## config.mk

```make
export PLATFORM = sky130hd
export DESIGN_NAME = irq_cascade_arb
export DESIGN_NICKNAME = d
export VERILOG_FILES = /design/src/rtl/irq_cascade_pkg.sv /design/src/rtl/irq_cascade_prienc.sv /design/src/rtl/irq_cascade_gate.sv /design/src/rtl/irq_cascade_search.sv /design/src/rtl/irq_cascade_arb.sv
export SDC_FILE = /design/constraint.sdc
export NUM_CORES = 1
export LEC_CHECK = 0
export ABC_CLOCK_PERIOD_IN_PS = 2700
export BUFFER_PORTS_ARGS = -buffer_cell sky130_fd_sc_hd__buf_4
export CAP_MARGIN = 0
export CORE_MARGIN = 5
export CORE_UTILIZATION = 43
export CTS_CLUSTER_SIZE = 10
export DETAILED_ROUTE_END_ITERATION = 10
export HOLD_SLACK_MARGIN = 0.06
export PLACE_DENSITY = 0.82
export SLEW_MARGIN = 25
export SYNTH_ARGS = -nofsm -noshare
export SYNTH_HDL_FRONTEND = slang
export SYNTH_SLANG_ARGS = --single-unit
```

## constraint.sdc

```tcl
create_clock -name clk -period 2.7 [get_ports clk]
set_input_delay 0.27 -clock clk [delete_from_list [all_inputs] [get_ports clk]]
set_output_delay 0.27 -clock clk [all_outputs]
set_load 0.02 [all_outputs]
```

## src/rtl/irq_cascade_pkg.sv

```systemverilog
package irq_cascade_pkg;
  localparam int unsigned CTRL_LINES = 8;
  localparam int unsigned VEC_BITS   = 8;
  localparam int unsigned LINK_POS   = 2;
  localparam int unsigned SKIP_POS   = 1;

  typedef enum logic [1:0] {
    WIN_NONE,
    WIN_PRIMARY,
    WIN_SECONDARY
  } win_src_e;
endpackage

```

## src/rtl/irq_cascade_prienc.sv

```systemverilog
module irq_cascade_prienc #(
  parameter int unsigned N  = irq_cascade_pkg::CTRL_LINES,
  localparam int unsigned IW = $clog2(N)
) (
  input  logic [N-1:0]  vec,
  output logic          found,
  output logic [IW-1:0] idx,
  output logic [N-1:0]  onehot
);
  logic [N:0] seen;
  assign seen[0] = 1'b0;

  genvar g;
  generate
    for (g = 0; g < N; g++) begin : g_chain
      assign onehot[g]  = vec[g] & ~seen[g];
      assign seen[g+1]  = seen[g] | vec[g];
    end
  endgenerate

  assign found = seen[N];

  always_comb begin
    idx = '0;
    for (int i = 0; i < N; i++) begin
      if (onehot[i]) idx = idx | IW'(i);
    end
  end
endmodule

```

## src/rtl/irq_cascade_gate.sv

```systemverilog
module irq_cascade_gate #(
  parameter int unsigned N        = irq_cascade_pkg::CTRL_LINES,
  parameter int unsigned LINK_POS = irq_cascade_pkg::LINK_POS,
  localparam int unsigned LW      = $clog2(N)
) (
  input  logic         fire,
  input  logic [LW:0]  line,
  input  logic         link_ok,
  input  logic         m_aeoi,
  input  logic [N-1:0] m_mask,
  input  logic [N-1:0] m_isr,
  input  logic [N-1:0] s_mask,
  input  logic [N-1:0] s_isr,
  output logic         taken,
  output logic [N-1:0] m_irr_set,
  output logic [N-1:0] s_irr_set,
  output logic [N-1:0] m_isr_set
);
  localparam logic [N-1:0] LINK_BIT = N'(1) << LINK_POS;

  logic         to_secondary;
  logic [N-1:0] sel;
  logic         m_ok;
  logic         s_ok;

  always_comb begin
    to_secondary = line[LW];
    sel          = N'(1) << line[LW-1:0];
    m_ok = fire & ~to_secondary & ~|(sel & (m_mask | m_isr));
    s_ok = fire & to_secondary & link_ok & ~|m_isr
         & ~|(sel & (s_mask | s_isr));
    taken     = m_ok | s_ok;
    m_irr_set = m_ok ? sel : '0;
    s_irr_set = s_ok ? sel : '0;
    m_isr_set = (s_ok && !m_aeoi) ? LINK_BIT : '0;
  end
endmodule

```

## src/rtl/irq_cascade_search.sv

```systemverilog
module irq_cascade_search #(
  parameter int unsigned N        = irq_cascade_pkg::CTRL_LINES,
  parameter int unsigned VW       = irq_cascade_pkg::VEC_BITS,
  parameter int unsigned LINK_POS = irq_cascade_pkg::LINK_POS,
  parameter int unsigned SKIP_POS = irq_cascade_pkg::SKIP_POS,
  localparam int unsigned IW      = $clog2(N)
) (
  input  logic          ack,
  input  logic          descend_ok,
  input  logic [N-1:0]  m_irr,
  input  logic [N-1:0]  s_irr,
  input  logic          m_link_busy,
  input  logic          m_aeoi,
  input  logic          s_aeoi,
  input  logic [VW-1:0] m_base,
  input  logic [VW-1:0] s_base,
  output logic [N-1:0]  m_irr_clr,
  output logic [N-1:0]  m_isr_set,
  output logic [N-1:0]  s_irr_clr,
  output logic [N-1:0]  s_isr_set,
  output logic [VW-1:0] vec_next
);
  import irq_cascade_pkg::*;

  localparam logic [N-1:0] LOW_MASK  = (N'(1) << LINK_POS) - N'(1);
  localparam logic [N-1:0] SKIP_MASK = ~(N'(1) << SKIP_POS);

  logic [N-1:0]  m_lo, m_hi, s_el;
  logic          lo_f, hi_f, sl_f;
  logic [IW-1:0] lo_i, hi_i, sl_i;
  logic [N-1:0]  lo_oh, hi_oh, sl_oh;
  win_src_e      src;
  logic [N-1:0]  win_oh;
  logic [IW-1:0] win_i;

  assign m_lo = m_irr & LOW_MASK;
  assign m_hi = m_irr & ~LOW_MASK;
  assign s_el = descend_ok ? (s_irr & SKIP_MASK) : '0;

  irq_cascade_prienc #(.N(N)) u_lo (.vec(m_lo), .found(lo_f), .idx(lo_i), .onehot(lo_oh));
  irq_cascade_prienc #(.N(N)) u_sl (.vec(s_el), .found(sl_f), .idx(sl_i), .onehot(sl_oh));
  irq_cascade_prienc #(.N(N)) u_hi (.vec(m_hi), .found(hi_f), .idx(hi_i), .onehot(hi_oh));

  always_comb begin
    src    = WIN_NONE;
    win_oh = '0;
    win_i  = '0;
    if (lo_f) begin
      src = WIN_PRIMARY;   win_oh = lo_oh; win_i = lo_i;
    end else if (sl_f) begin
      src = WIN_SECONDARY; win_oh = sl_oh; win_i = sl_i;
    end else if (hi_f) begin
      src = WIN_PRIMARY;   win_oh = hi_oh; win_i = hi_i;
    end
  end

  always_comb begin
    m_irr_clr = '0;
    m_isr_set = '0;
    s_irr_clr = '0;
    s_isr_set = '0;
    unique case (src)
      WIN_PRIMARY: begin
        vec_next = m_base + VW'(win_i);
        if (ack) begin
          m_irr_clr = win_oh;
          if (!m_aeoi) m_isr_set = win_oh;
        end
      end
      WIN_SECONDARY: begin
        vec_next = s_base + VW'(win_i);
        if (ack) begin
          s_irr_clr = win_oh;
          if (!s_aeoi) s_isr_set = win_oh;
        end
      end
      default: begin
        vec_next = m_link_busy ? (s_base + VW'(N - 1)) : (m_base + VW'(N - 1));
      end
    endcase
  end
endmodule

```

## src/rtl/irq_cascade_arb.sv

```systemverilog
module irq_cascade_arb #(
  parameter int unsigned N          = irq_cascade_pkg::CTRL_LINES,
  parameter int unsigned VW         = irq_cascade_pkg::VEC_BITS,
  parameter int unsigned LINK_POS   = irq_cascade_pkg::LINK_POS,
  parameter int unsigned SKIP_POS   = irq_cascade_pkg::SKIP_POS,
  parameter bit          SEC_CHAINED = 1'b1,
  localparam int unsigned LW        = $clog2(N)
) (
  input  logic          clk,
  input  logic          rst_n,
  input  logic          req_valid,
  output logic          req_ready,
  input  logic [LW:0]   req_line,
  input  logic          ack_strobe,
  input  logic [N-1:0]  m_mask,
  input  logic [N-1:0]  m_isr,
  input  logic [N-1:0]  m_irr,
  input  logic [VW-1:0] m_base,
  input  logic [N-1:0]  m_cas,
  input  logic          m_aeoi,
  input  logic [N-1:0]  s_mask,
  input  logic [N-1:0]  s_isr,
  input  logic [N-1:0]  s_irr,
  input  logic [VW-1:0] s_base,
  input  logic [N-1:0]  s_cas,
  input  logic          s_aeoi,
  output logic [N-1:0]  m_irr_set,
  output logic [N-1:0]  m_irr_clr,
  output logic [N-1:0]  m_isr_set,
  output logic [N-1:0]  s_irr_set,
  output logic [N-1:0]  s_irr_clr,
  output logic [N-1:0]  s_isr_set,
  output logic          intr_o,
  output logic          vec_valid,
  output logic [VW-1:0] vec_o
);
  logic          link_ok;
  logic          fire;
  logic          taken;
  logic [N-1:0]  g_m_isr_set, k_m_isr_set;
  logic [VW-1:0] vec_next;
  logic          pend_after;
  logic          intr_q, vv_q;
  logic [VW-1:0] vec_q;

  assign req_ready = ~ack_strobe;
  assign fire      = req_valid & req_ready;
  assign link_ok   = m_cas[LINK_POS] && (s_cas == N'(LINK_POS));

  irq_cascade_gate #(.N(N), .LINK_POS(LINK_POS)) u_gate (
    .fire      (fire),
    .line      (req_line),
    .link_ok   (link_ok),
    .m_aeoi    (m_aeoi),
    .m_mask    (m_mask),
    .m_isr     (m_isr),
    .s_mask    (s_mask),
    .s_isr     (s_isr),
    .taken     (taken),
    .m_irr_set (m_irr_set),
    .s_irr_set (s_irr_set),
    .m_isr_set (g_m_isr_set)
  );

  irq_cascade_search #(.N(N), .VW(VW), .LINK_POS(LINK_POS), .SKIP_POS(SKIP_POS)) u_search (
    .ack         (ack_strobe),
    .descend_ok  (link_ok && SEC_CHAINED),
    .m_irr       (m_irr),
    .s_irr       (s_irr),
    .m_link_busy (m_isr[LINK_POS]),
    .m_aeoi      (m_aeoi),
    .s_aeoi      (s_aeoi),
    .m_base      (m_base),
    .s_base      (s_base),
    .m_irr_clr   (m_irr_clr),
    .m_isr_set   (k_m_isr_set),
    .s_irr_clr   (s_irr_clr),
    .s_isr_set   (s_isr_set),
    .vec_next    (vec_next)
  );

  assign m_isr_set  = g_m_isr_set | k_m_isr_set;
  assign pend_after = |(m_irr & ~m_irr_clr & ~m_mask) | |(s_irr & ~s_irr_clr & ~s_mask);

  always_ff @(posedge clk or negedge rst_n) begin
    if (!rst_n) begin
      intr_q <= 1'b0;
      vv_q   <= 1'b0;
      vec_q  <= '0;
    end else begin
      vv_q <= ack_strobe;
      if (ack_strobe) begin
        vec_q  <= vec_next;
        intr_q <= pend_after;
      end else if (taken) begin
        intr_q <= 1'b1;
      end
    end
  end

  assign intr_o    = intr_q;
  assign vec_valid = vv_q;
  assign vec_o     = vec_q;
endmodule

```

== Word-level counts from Yosys, hierarchy flattened ==
Index checks and enable logic that the tools add are counted.

* Add/sub/neg operators: 4
* Multiply operators: 0
* Divide/modulo/power cells: 0
* $lt $le $gt $ge: 0
* Equality and inequality tests: 3
* Shift operators: 1
* Mux-type cells: 40
* Bitwise logic cells: 63
* Reduce and logical (&&, ||, !) cells: 12

{| class="wikitable"
|+ Operators by type and width
! kind !! count
|-
| $mux W8 || 16
|-
| $and A8 B8 Y8 || 6
|-
| $reduce_or A8 Y1 || 5
|-
| $mux W3 || 12
|-
| $not A8 Y8 || 4
|-
| $or A8 B8 Y8 || 3
|-
| $and A1 B1 Y1 || 20
|-
| $add A8 B3 Y8 || 2
|-
| $add A8 B3 Y8 const B || 2
|-
| $pmux W8 S2 || 1
|-
| $not A1 Y1 || 15
|-
| $or A1 B1 Y1 || 15
|-
| $mux W2 || 6
|-
| $eq A8 B2 Y1 const B || 1
|-
| $shl A1 B3 Y8 const A || 1
|-
| $mux W1 || 5
|-
| $logic_not A1 Y1 || 4
|-
| $eq A2 B1 Y1 const B || 1
|-
| $eq A2 B2 Y1 const B || 1
|-
| $logic_and A1 B1 Y1 || 2
|-
| $reduce_bool A2 Y1 || 1
|}

* Register bits after elaboration: 10
* Latch bits: 0
* Bits in writable memories: 0
* ROM bits: 0
* Input port bits: 90
* Output and inout port bits: 59
* Logic and storage cells: 126
* Memories kept: 0

== Depth between registers and ports, before layout ==
Gate-level depths: netlist (run 1).

* Depth after elaboration: 21
* Depth in mapped cells: 17
* Gate-level depth less buffers: 16

== Cells and area by module ==
Synthesis (run 1) repeated with hierarchy kept, for this count alone.

* Cell total of the unflattened synthesis: 383
* Area, all modules: 2738.9 um^2

{| class="wikitable"
|+ By module, submodules not included
! module !! instances !! cells each !! area an instance (um^2) !! seq. area each (um^2)
|-
| irq_cascade_search || 1 || 178 || 1252.5 || 0.0
|-
| irq_cascade_arb || 1 || 59 || 598.1 || 250.2
|-
| irq_cascade_gate || 1 || 74 || 449.2 || 0.0
|-
| irq_cascade_prienc || 3 || 24 || 146.4 || 0.0
|}

== Worst setup path before layout (run 1) ==
Ideal clock, no wire load.

* Path type: input to register
* From: input port s_cas[2]
* To: register vec_q[6] (netlist: vec_o[6])
* Library setup time: 77 ps
* Arrival time: 3479 ps
* Path slack: -856 ps
* Cell stages on the path: 16
* Buffers on the path: 1
* Path through: or4_4 nor3_4 nand2_1 a21oi_1 ha_1 buf_2 mux2_2 ha_1 inv_1 fa_1 nor2b_1 o21ai_0 nor3b_1 xor2_1 mux2i_1 a21oi_1

* Cells in the longest elaborated chain, start to end: 16

{| class="wikitable"
|+ Ends and longest elaborated chain
! item !! line !! text
|-
| start: declaration || irq_cascade_arb.sv:25 || <nowiki>input logic [N-1:0] s_cas,</nowiki>
|-
| $eq A8 B2 Y1 * || irq_cascade_arb.sv:48 || <nowiki>assign link_ok = m_cas[LINK_POS] && (s_cas == N'(LINK_POS));</nowiki>
|-
| $logic_and A1 B1 Y1 * || irq_cascade_arb.sv:48 ||
|-
| $mux W8 * || irq_cascade_search.sv:38 || <nowiki>assign s_el = descend_ok ? (s_irr & SKIP_MASK) : '0;</nowiki>
|-
| $not A1 Y1 / $or A1 B1 Y1 (equally long branches) || irq_cascade_prienc.sv:16, irq_cascade_prienc.sv:17 ||
|-
| $and A1 B1 Y1, or another cell as far along || irq_cascade_prienc.sv:16 || <nowiki>assign onehot[g] = vec[g] & ~seen[g];</nowiki>
|-
| $mux W1, or another cell as far along || irq_cascade_prienc.sv:26 || <nowiki>if (onehot[i]) idx = idx | IW'(i);</nowiki>
|-
| $mux W2, or another cell as far along (2 in a row) || irq_cascade_prienc.sv:26 ||
|-
| $mux W3, or another cell as far along (2 in a row) || irq_cascade_prienc.sv:26 ||
|-
| $mux W3 / $and A1 B1 Y1 (equally long branches) || irq_cascade_prienc.sv:26, irq_cascade_prienc.sv:16 ||
|-
| $mux W3 || irq_cascade_prienc.sv:26 ||
|-
| $mux W3 || irq_cascade_search.sv:50 || <nowiki>end else if (sl_f) begin</nowiki>
|-
| $mux W3 || irq_cascade_search.sv:48 || <nowiki>if (lo_f) begin</nowiki>
|-
| $add A8 B3 Y8, on equally long branches || irq_cascade_search.sv:71, irq_cascade_search.sv:64 ||
|-
| $pmux W8 S2 * || irq_cascade_search.sv:62 || <nowiki>unique case (src)</nowiki>
|-
| end signal: assignment || irq_cascade_arb.sv:93 || <nowiki>vec_q <= vec_next;</nowiki>
|-
| end: declaration || irq_cascade_arb.sv:44 || <nowiki>logic [VW-1:0] vec_q;</nowiki>
|}

Mark *: on every way between the ends. The rest lies on a longest branch, timed or not.
A chain may end at the register's enable or synchronous reset.

== Final worst setup path (run 1) ==
* From: input port s_cas[7]
* To: register vec_q[6] (netlist: vec_o[6])

Same word-level chain as after synthesis.

==> results.yml, run 1 <==
outcome:
  status: "finished with violations"
  violations: "negative setup slack"
final_layout:
  fill_cells: 384
  fin_nets: 608
  regArea_um2: 250
  area_growth_pct: 78.0
  diodes: 0
  drive_above_1_share_pct: 51.1
  fin_cells: 579
  final_cell_mix: "buf_4, nor2_1, nand2_1, nor3_1, inv_1"
  multiInputGateArea_um2: 2090
  final_common_cell: "buf_4"
  fin_util_pct: 78.6
yosys:
  ys_ff_latch: 10
  synth_flop_cell: "dfrtp_1"
  synth-async-reset-ratio_pct: 100
  synth_area_per_cell_um2: 6.92
  synth_warnings: 0
  synth_cells: 326
  netlist_area_um2: 2260
  syn-num-nets: 424
  seq_area_frac_synth_pct: 11.1
  yosysUniqueCellTypes: 70
  synth_edf_count: 0
timing:
  setup_viol_count_final: 32
  timing.final.crit_share_pct: 110
  period_minus_slack_ns: 2.97
  rsz0062_at_grt: "true"
  fmax_ghz: 0.337
  max_slew_margin_pct: 47.6
  finalHoldViolations: 0
  setup_ws_ns: -0.268
  drv_slew: 0
  tightest_slew_ns: 0.785
  fin_skew_ns: 0
setup_path:
  slowest_delay_ns: 0.55
  arrival_ns: 3.13
  start_kind: "primary input"
  worstSetupPathDepth: 17
  cp.required_ns: 2.86
  critical-path-top-delay-family: "simple AND/OR/NAND/NOR gates"
  ff2ff_path_depth: 3
  end_kind: "flip-flop"
  cpMostUsedCell: "ha_4"
  worstPathMaxFanout: 4
  crit_chain: "buf_6 -> or4_4 -> nor3_4 -> and2_4 -> nand2_4 -> inv_4 -> ha_4 -> mux2_4 -> ha_4 -> inv_2 -> fa_2 -> nor2b_2 -> o21ai_2 -> nor3b_2 -> xor2_1 -> mux2i_1 -> a21oi_1"
  crit_type: "in2reg"
  worst-path-buf-inv: 3
  critical_path.slowest_cell: "or4_4"
floorplanning:
  die_y_um: 82.4
  pin_count: 149
  core_um2: 5110
  initial_utilization_pct: 44.2
  die_area_um2: 6790
  die_width_um: 82.4
  fp-row-count: 26
cts:
  cts.sinks: 10
  clk_path_buf_depth: 2
  clkTransAtPathRegs_ns: 0.05
  insertion_delay_ns: 0.24
  cts_buffers: 3
  cts_tree: "yes"
  cts_root_buffer: "clkbuf_8"
  htree_levels: 1
routing:
  avgViaCountPerCell: 5.74
  drt-met1-wl_mm: 4.01
  wl_met3_um: 884
  drt.antenna.violating_nets: 0
  vias: 3323
  drc_errors: 0
  routed_wl_mm: 10.6
  dr_wl_met2_mm: 5.35
  firstDrtPassIters: 5
  routedWlPerCell_um: 18.4
  maxUsedRoutingLayer: "met4"
  dr.first_iter.drc_count: 314
global_routing:
  grt_pass1_wl_mm: 16.1
  grt_overflow: 0
  grt_pass1_vias: 3257
  antenna_found_initial: 0
  grt_start_max_net_pins: 24
  grt_usage_pct: 30.5
power:
  peakVddDrop_v: 0.000346
  p_total_mw: 0.847
  powerDensity_nw_per_um2: 211
  p_leak_nw: 1.80
place:
  gp_congestion: 1.04
  place_inst: 567
  port_buffers: 141
  place_hpwl_mm: 8.81
flow_run:
  maxCapViolCount: 0
min_path:
  hp-class: "in2async"
[power by group]
group | internal [mW] | switching, mW
Clock | 0.129 | 0.0637
Sequential | 0.166 | 0.0107
Combinational | 0.233 | 0.245
[per-layer routing]
layer	track usage, %	vias to the layer above
li1	-	1575
met1	37.0	1520
met2	54.0	187
met3	3.80	41
met4	12.3	0
met5	0	-
[Yosys cell counts, drive strengths merged (4+ instances only)]
cell type / instances / share of area [%]
clkbuf: 8 / 1.3
nand2: 21 / 3.5
nor4b: 4 / 2.5
buf: 5 / 1.6
nor2b: 8 / 2.2
nor4: 7 / 1.9
nand4: 4 / 1.1
dfrtp: 10 / 11
ha: 7 / 3.9
mux2i: 12 / 5.3
inv: 19 / 3.2
o311ai: 5 / 2.3
mux2: 8 / 4.0
xnor2: 9 / 3.5
nor2: 58 / 9.7
o21ai: 15 / 3.3
nand3b: 6 / 2.0
or3: 4 / 1.1
nor3: 27 / 6.9
nand3: 12 / 2.9
nand2b: 6 / 1.7
a21oi: 18 / 4.3
[kinds of logic after synthesis]
family                     Yosys count  synth area share, %
DFF                                 10                 11.1
muxes                               20                 9.32
adders and majority gates            8                 4.77
xor gates and xnor gates            12                 4.66
and+or+nand+nor                    172                 40.8
buffers and inverters               32                 6.10
AOI/OAI and AO/OA                   72                 23.3
[state kept, by name, summed over array words and instances, names as in the netlist]
| register | cells |
|---|---|
| vec_o | 8 |
| intr_o | 1 |
| vec_valid | 1 |
[final cells by class]
cell class,count,area share [%]
multi-input cells,284,52.0
flip-flops and latches,10,6.23
clock buffers,4,1.37
repair buffers,192,36.3
inverters,19,1.84
well taps,70,2.18
[what timing repair did]
item                       in CTS  in global routing
buffers inserted                4                  3
gates resized for setup        13                 10
hold buffers                    1                  0
hold endpoints to repair       10                  0
setup endpoints to repair      28                 39
pin swaps                       7                  6
[stage by stage]
stage | instance area, um2 | hold WS [ns] | setup TNS (ns) | worst slack (ns)
5_1_grt | 4020 | 0.439 | -5.16 | -0.436
4_1_cts | 3950 | 0.417 | -1.79 | -0.245
3_5_place_dp | 3790 | 0.107 | -3.98 | -0.476
6_report | 4020 | 0.413 | -2.16 | -0.268
2_1_floorplan | 2400 | -0.0256 | -2.59 | -0.489
3_3_place_gp | 3790 | 0.101 | -2.81 | -0.398
[worst reg2reg max path, stage by stage, from the launching register on]
cell	delay, ns
dfrtp_1	0.34
nor2_1	0.04
and3_1	0.18
a31oi_1	0.16
[path summary, 6_finish.rpt]
check,from,end,slack (ns)
min in group clk,ack_strobe,vec_valid$_DFF_PN0_,0.45
hold / removal,rst_n,intr_o$_DFFE_PN0P_,0.41
hold reg to reg,vec_o[5]$_DFFE_PN0P_,vec_o[5]$_DFFE_PN0P_,0.52
setup / recovery,s_cas[7],vec_o[6]$_DFFE_PN0P_,-0.27
max in group asynchronous,rst_n,vec_o[0]$_DFFE_PN0P_,2.14
setup reg to reg,intr_o$_DFFE_PN0P_,intr_o$_DFFE_PN0P_,1.89
(Power assumes the default switching activity.)
==> inputs of run 2 (changes only) <==
CORE_UTILIZATION = 44   (was 43)
CTS_BUF_LIST = sky130_fd_sc_hd__clkbuf_8   (was unset)
PLACE_DENSITY = 0.83   (was 0.82)
==> results.yml, run 2 (synthesized netlist as in run 1, its figures left out) <==
timing:
  tightest_slew_ns: 0.718
  fmax_ghz: 0.330
  finalHoldViolations: 0
  drv_slew: 0
  setup_ws_ns: -0.329
  hold_slack_ns: 0.296
  fin_skew_ns: 0
  period_minus_slack_ns: 3.03
  rsz0062_at_grt: "true"
  max_slew_margin_pct: 52.1
  setup_viol_count_final: 37
  timing.final.crit_share_pct: 112
min_path:
  holdPathStages: 1
  min_from: "ack_strobe"
  hp-class: "in2reg"
  holdPathEnd: "vec_valid$_DFF_PN0_"
outcome:
  status: "finished with violations"
  violations: "negative setup slack"
final_layout:
  diodes: 0
  area_growth_pct: 77.0
  drive_above_1_share_pct: 50.2
  final_cell_mix: "buf_4, nor2_1, nand2_1, nor3_1, inv_1"
  fin_util_pct: 79.2
  largest_register_ffs: 8
  fin_nets: 613
  fin_cells: 584
  final_common_cell: "buf_4"
setup_path:
  end_kind: "flip-flop"
  cp.required_ns: 2.82
  ff2ff_path_depth: 3
  r2r-end: "intr_o$_DFFE_PN0P_"
  r2r_start: "intr_o$_DFFE_PN0P_"
  start_kind: "primary input"
  worstPathMaxFanout: 4
  crit_type: "in2reg"
  arrival_ns: 3.15
  r2r_slack_ns: 1.89
floorplanning:
  fp-row-count: 26
  die_y_um: 81.6
  initial_utilization_pct: 44.7
  pin_count: 149
  die_area_um2: 6660
  core_um2: 5040
  die_width_um: 81.6
cts:
  htree_levels: 1
  insertion_delay_ns: 0.24
  cts_root_buffer: "clkbuf_8"
  cts_buffers: 3
  clk_path_buf_depth: 2
  cts_tree: "yes"
  clkTransAtPathRegs_ns: 0.05
  cts.sinks: 10
global_routing:
  antenna_found_initial: 0
  grt_pass1_vias: 3311
  grt_overflow: 0
  grt_pass1_wl_mm: 16.4
  grt_start_max_net_pins: 25
  grt_usage_pct: 31.4
power:
  powerDensity_nw_per_um2: 212
  p_leak_nw: 1.81
  peakVddDrop_v: 0.000276
routing:
  routed_wl_mm: 10.8
  dr.first_iter.drc_count: 194
  routedWlPerCell_um: 18.5
  drc_errors: 0
  vias: 3371
  avgViaCountPerCell: 5.77
  drt.antenna.violating_nets: 0
  firstDrtPassIters: 5
place:
  place_hpwl_mm: 8.91
  gp_congestion: 0.977
  place_inst: 574
  port_buffers: 141
flow_run:
  maxCapViolCount: 0
-- run 2: cell types whose count changed in the layout (fill, tap and decap cells not counted), sizes merged --
cell	change
buf	+5
-- run 2: cell type report --
class | instances | area [um2]
Timing Repair Buffer | 197 | 1490
Sequential cell | 10 | 250
Fill cell | 343 | 1050
Clock buffer | 4 | 55.1
Inverter | 19 | 73.8
Tap cell | 70 | 87.6
Multi-Input combinational cell | 284 | 2040
-- run 2: layer usage --
| metal | vias to the layer above | global-route usage (%) | wire [um] |
|---|---|---|---|
| li1 | 1573 | - | - |
| met1 | 1560 | 38.4 | 4160 |
| met2 | 208 | 55.9 | 5310 |
| met3 | 30 | 4.93 | 1010 |
| met4 | 0 | 9.97 | 307 |
| met5 | - | 0 | 0 |
-- run 2: worst max path at each step --
stage / startpoint / endpoint / slack [ns] / depth (start not counted)
6_report: s_cas[2] / vec_o[4]$_DFFE_PN0P_ / -0.33 / 17
5_1_grt: s_cas[2] / vec_o[4]$_DFFE_PN0P_ / -0.43 / 17
4_1_cts: s_cas[2] / vec_o[4]$_DFFE_PN0P_ / -0.35 / 17
2_1_floorplan: s_cas[7] / vec_o[6]$_DFFE_PN0P_ / -0.49 / 16
3_3_place_gp: s_cas[7] / vec_o[6]$_DFFE_PN0P_ / -0.41 / 16
3_5_place_dp: s_cas[7] / vec_o[6]$_DFFE_PN0P_ / -0.55 / 17
-- run 2: per-stage QoR --
stage          area [um2]  setup slack, ns  power, mW  TNS [ns]
2_1_floorplan        2400           -0.489      0.393     -2.59
3_3_place_gp         3850           -0.415      0.629     -2.80
3_5_place_dp         3850           -0.548      0.638     -4.35
4_1_cts              3970           -0.348      0.838     -3.80
5_1_grt              3990           -0.428      0.890     -6.01
6_report             3990           -0.329      0.846     -3.28
-- run 2: where the power goes --
part | switching [mW] | total (mW) | leakage, nW | internal [mW]
clock network | 0.0640 | 0.193 | 0.0288 | 0.129
registers | 0.00966 | 0.176 | 0.112 | 0.166
logic | 0.246 | 0.477 | 1.67 | 0.232
total | 0.319 | 0.846 | 1.81 | 0.527
-- run 2: repair_timing --
item	in CTS	in global routing
cloned	0	0
resized for setup	6	4
setup buffers	4	1
setup endpoints to repair	33	40
pin swaps	14	6
hold buffers	1	0
hold endpoints to repair	10	0
-- run 2: critical path, stage by stage --
cell	delay (ns)
buf_6	0.09
or4_4	0.56
nor3_4	0.23
and2_4	0.22
nand2_4	0.05
inv_4	0.06
ha_4	0.15
mux2_4	0.32
ha_4	0.16
inv_2	0.05
fa_2	0.20
nor2b_2	0.05
o21ai_2	0.21
xnor2_1	0.17
nor2_1	0.09
a21oi_1	0.15
a21oi_1	0.10
==> inputs of run 3 (changes only) <==
RECOVER_POWER = 100   (was unset)
==> results.yml, run 3 (synthesized netlist as in run 1, its figures left out) <==
outcome:
  status: "finished with violations"
  violations: "negative setup slack"
setup_path:
  arrival_ns: 3.15
  r2r-end: "intr_o$_DFFE_PN0P_"
  r2r_start: "intr_o$_DFFE_PN0P_"
  critical-path-top-delay-family: "simple AND/OR/NAND/NOR gates"
  ff2ff_path_depth: 3
  critical_path.slowest_cell: "or4_4"
  crit_chain: "buf_6 -> or4_4 -> nor3_4 -> and2_4 -> nand2_4 -> inv_4 -> ha_4 -> mux2_4 -> ha_4 -> inv_2 -> fa_2 -> nor2b_2 -> o21ai_2 -> xnor2_1 -> nor2_1 -> a21oi_1 -> a21oi_1"
  worstSetupPathDepth: 17
  end_kind: "flip-flop"
  cp.required_ns: 2.82
  worst-path-buf-inv: 3
  crit_type: "in2reg"
  worstPathMaxFanout: 4
  start_kind: "primary input"
  r2r_slack_ns: 1.90
  slowest_delay_ns: 0.56
power:
  switching_share_pct: 38.5
  clkPwrFrac_pct: 23.3
  powerDensity_nw_per_um2: 211
  internal_power_mw: 0.511
  p_leak_nw: 1.76
  p_total_mw: 0.832
  switchingPower_mw: 0.320
  comb_power_share_pct: 55.6
  seqPwrFrac_pct: 21.1
  peakVddDrop_v: 0.000279
cts:
  cts_root_buffer: "clkbuf_8"
  insertion_delay_ns: 0.24
  clk_path_buf_depth: 2
  htree_levels: 1
  cts.sinks: 10
  clkTransAtPathRegs_ns: 0.05
  cts_tree: "yes"
  cts_buffers: 3
timing:
  fmax_ghz: 0.330
  period_minus_slack_ns: 3.03
  rsz0062_at_grt: "true"
  fin_skew_ns: 0
  hold_slack_ns: 0.295
  setup_ws_ns: -0.328
  tightest_slew_ns: 0.725
  timing.final.crit_share_pct: 112
  max_slew_margin_pct: 51.6
  drv_slew: 0
  setup_viol_count_final: 39
  finalHoldViolations: 0
global_routing:
  grt_overflow: 0
  grt_usage_pct: 31.4
  grt_pass1_wl_mm: 16.4
  grt_start_max_net_pins: 25
  grt_pass1_vias: 3311
  antenna_found_initial: 0
final_layout:
  regArea_um2: 250
  fill_cells: 355
  final_cell_mix: "buf_4, nor2_1, nand2_1, nor3_1, inv_1"
  diodes: 0
  drive_above_1_share_pct: 47.5
  area_growth_pct: 74.7
  multiInputGateArea_um2: 2040
  final_common_cell: "buf_4"
  largest_register_ffs: 8
  fin_cells: 584
  stdcell_area_um2: 3940
  fin_nets: 613
routing:
  routedWlPerCell_um: 18.6
  routed_wl_mm: 10.8
  drc_errors: 0
  avgViaCountPerCell: 5.77
  dr.first_iter.drc_count: 252
  firstDrtPassIters: 5
  drt.antenna.violating_nets: 0
  vias: 3367
floorplanning:
  die_width_um: 81.6
  die_y_um: 81.6
  die_area_um2: 6660
  initial_utilization_pct: 44.7
  pin_count: 149
  core_um2: 5040
  fp-row-count: 26
min_path:
  holdPathEnd: "vec_valid$_DFF_PN0_"
  hp-class: "in2reg"
  min_from: "ack_strobe"
  holdPathStages: 1
flow_run:
  maxCapViolCount: 0
place:
  place_inst: 574
  place_hpwl_mm: 8.91
  dpl_cell_area_um2: 3850
  port_buffers: 141
  gp_congestion: 0.977
-- run 3: cell types whose count changed in the layout (fill, tap and decap cells not counted) --
cell / delta
clkbuf_1: +13
inv_1: +1
buf_2: +1
buf_4: -14
inv_2: -1
-- run 3: area by class of cell --
class,instances,share of cell area [%]
repair buffers,197,36.5
clock buffers,4,1.40
well taps,70,2.22
multi-input cells,284,51.7
flip-flops and latches,10,6.35
inverters,19,1.87
-- run 3: per-stage QoR --
step	setup WS [ns]	util (%)	setup TNS, ns
2_1_floorplan	-0.489	-	-2.59
3_3_place_gp	-0.415	76.3	-2.80
3_5_place_dp	-0.548	76.3	-4.35
4_1_cts	-0.348	78.6	-3.80
5_1_grt	-0.428	78.2	-7.32
6_report	-0.328	78.2	-3.35
-- run 3: power groups by stage --
| stage | sequential [mW] | combinational (mW) | clock (mW) |
|---|---|---|---|
| global route | 0.178 | 0.497 | 0.199 |
| finish | 0.176 | 0.462 | 0.193 |
| floorplan | 0.197 | 0.196 | 0 |
| CTS | 0.176 | 0.467 | 0.195 |
| detailed placement | 0.178 | 0.459 | 0 |
| global placement | 0.177 | 0.452 | 0 |
-- run 3: how the worst max path moves through the flow --
stage | from | end | slack [ns]
global route | s_cas[2] | vec_o[4]$_DFFE_PN0P_ | -0.43
global placement | s_cas[7] | vec_o[6]$_DFFE_PN0P_ | -0.41
detailed placement | s_cas[7] | vec_o[6]$_DFFE_PN0P_ | -0.55
floorplan | s_cas[7] | vec_o[6]$_DFFE_PN0P_ | -0.49
CTS | s_cas[2] | vec_o[4]$_DFFE_PN0P_ | -0.35
finish | s_cas[2] | vec_o[4]$_DFFE_PN0P_ | -0.33
-- run 3: worst register-to-register path: stages (launching register included) --
cell and delay, ns:
dfrtp_1 0.34, nor2_1 0.04, and3_1 0.18, a31oi_1 0.16
-- run 3: layer usage --
metal / global-route usage (%) / part of all wire [%] / up-vias
li1: - / - / 1578
met1: 38.4 / 39 / 1565
met2: 55.9 / 49 / 198
met3: 4.93 / 9.4 / 26
met4: 9.97 / 2.6 / 0
met5: 0 / 0 / -
-- run 3: timing repair --
action | 4_1_cts | 5_1_grt
setup buffers | 4 | 1
setup endpoints to repair | 33 | 40
hold buffers | 1 | 0
resized for setup | 6 | 4
pin swaps | 14 | 6
endpoints found under the hold margin | 10 | 0
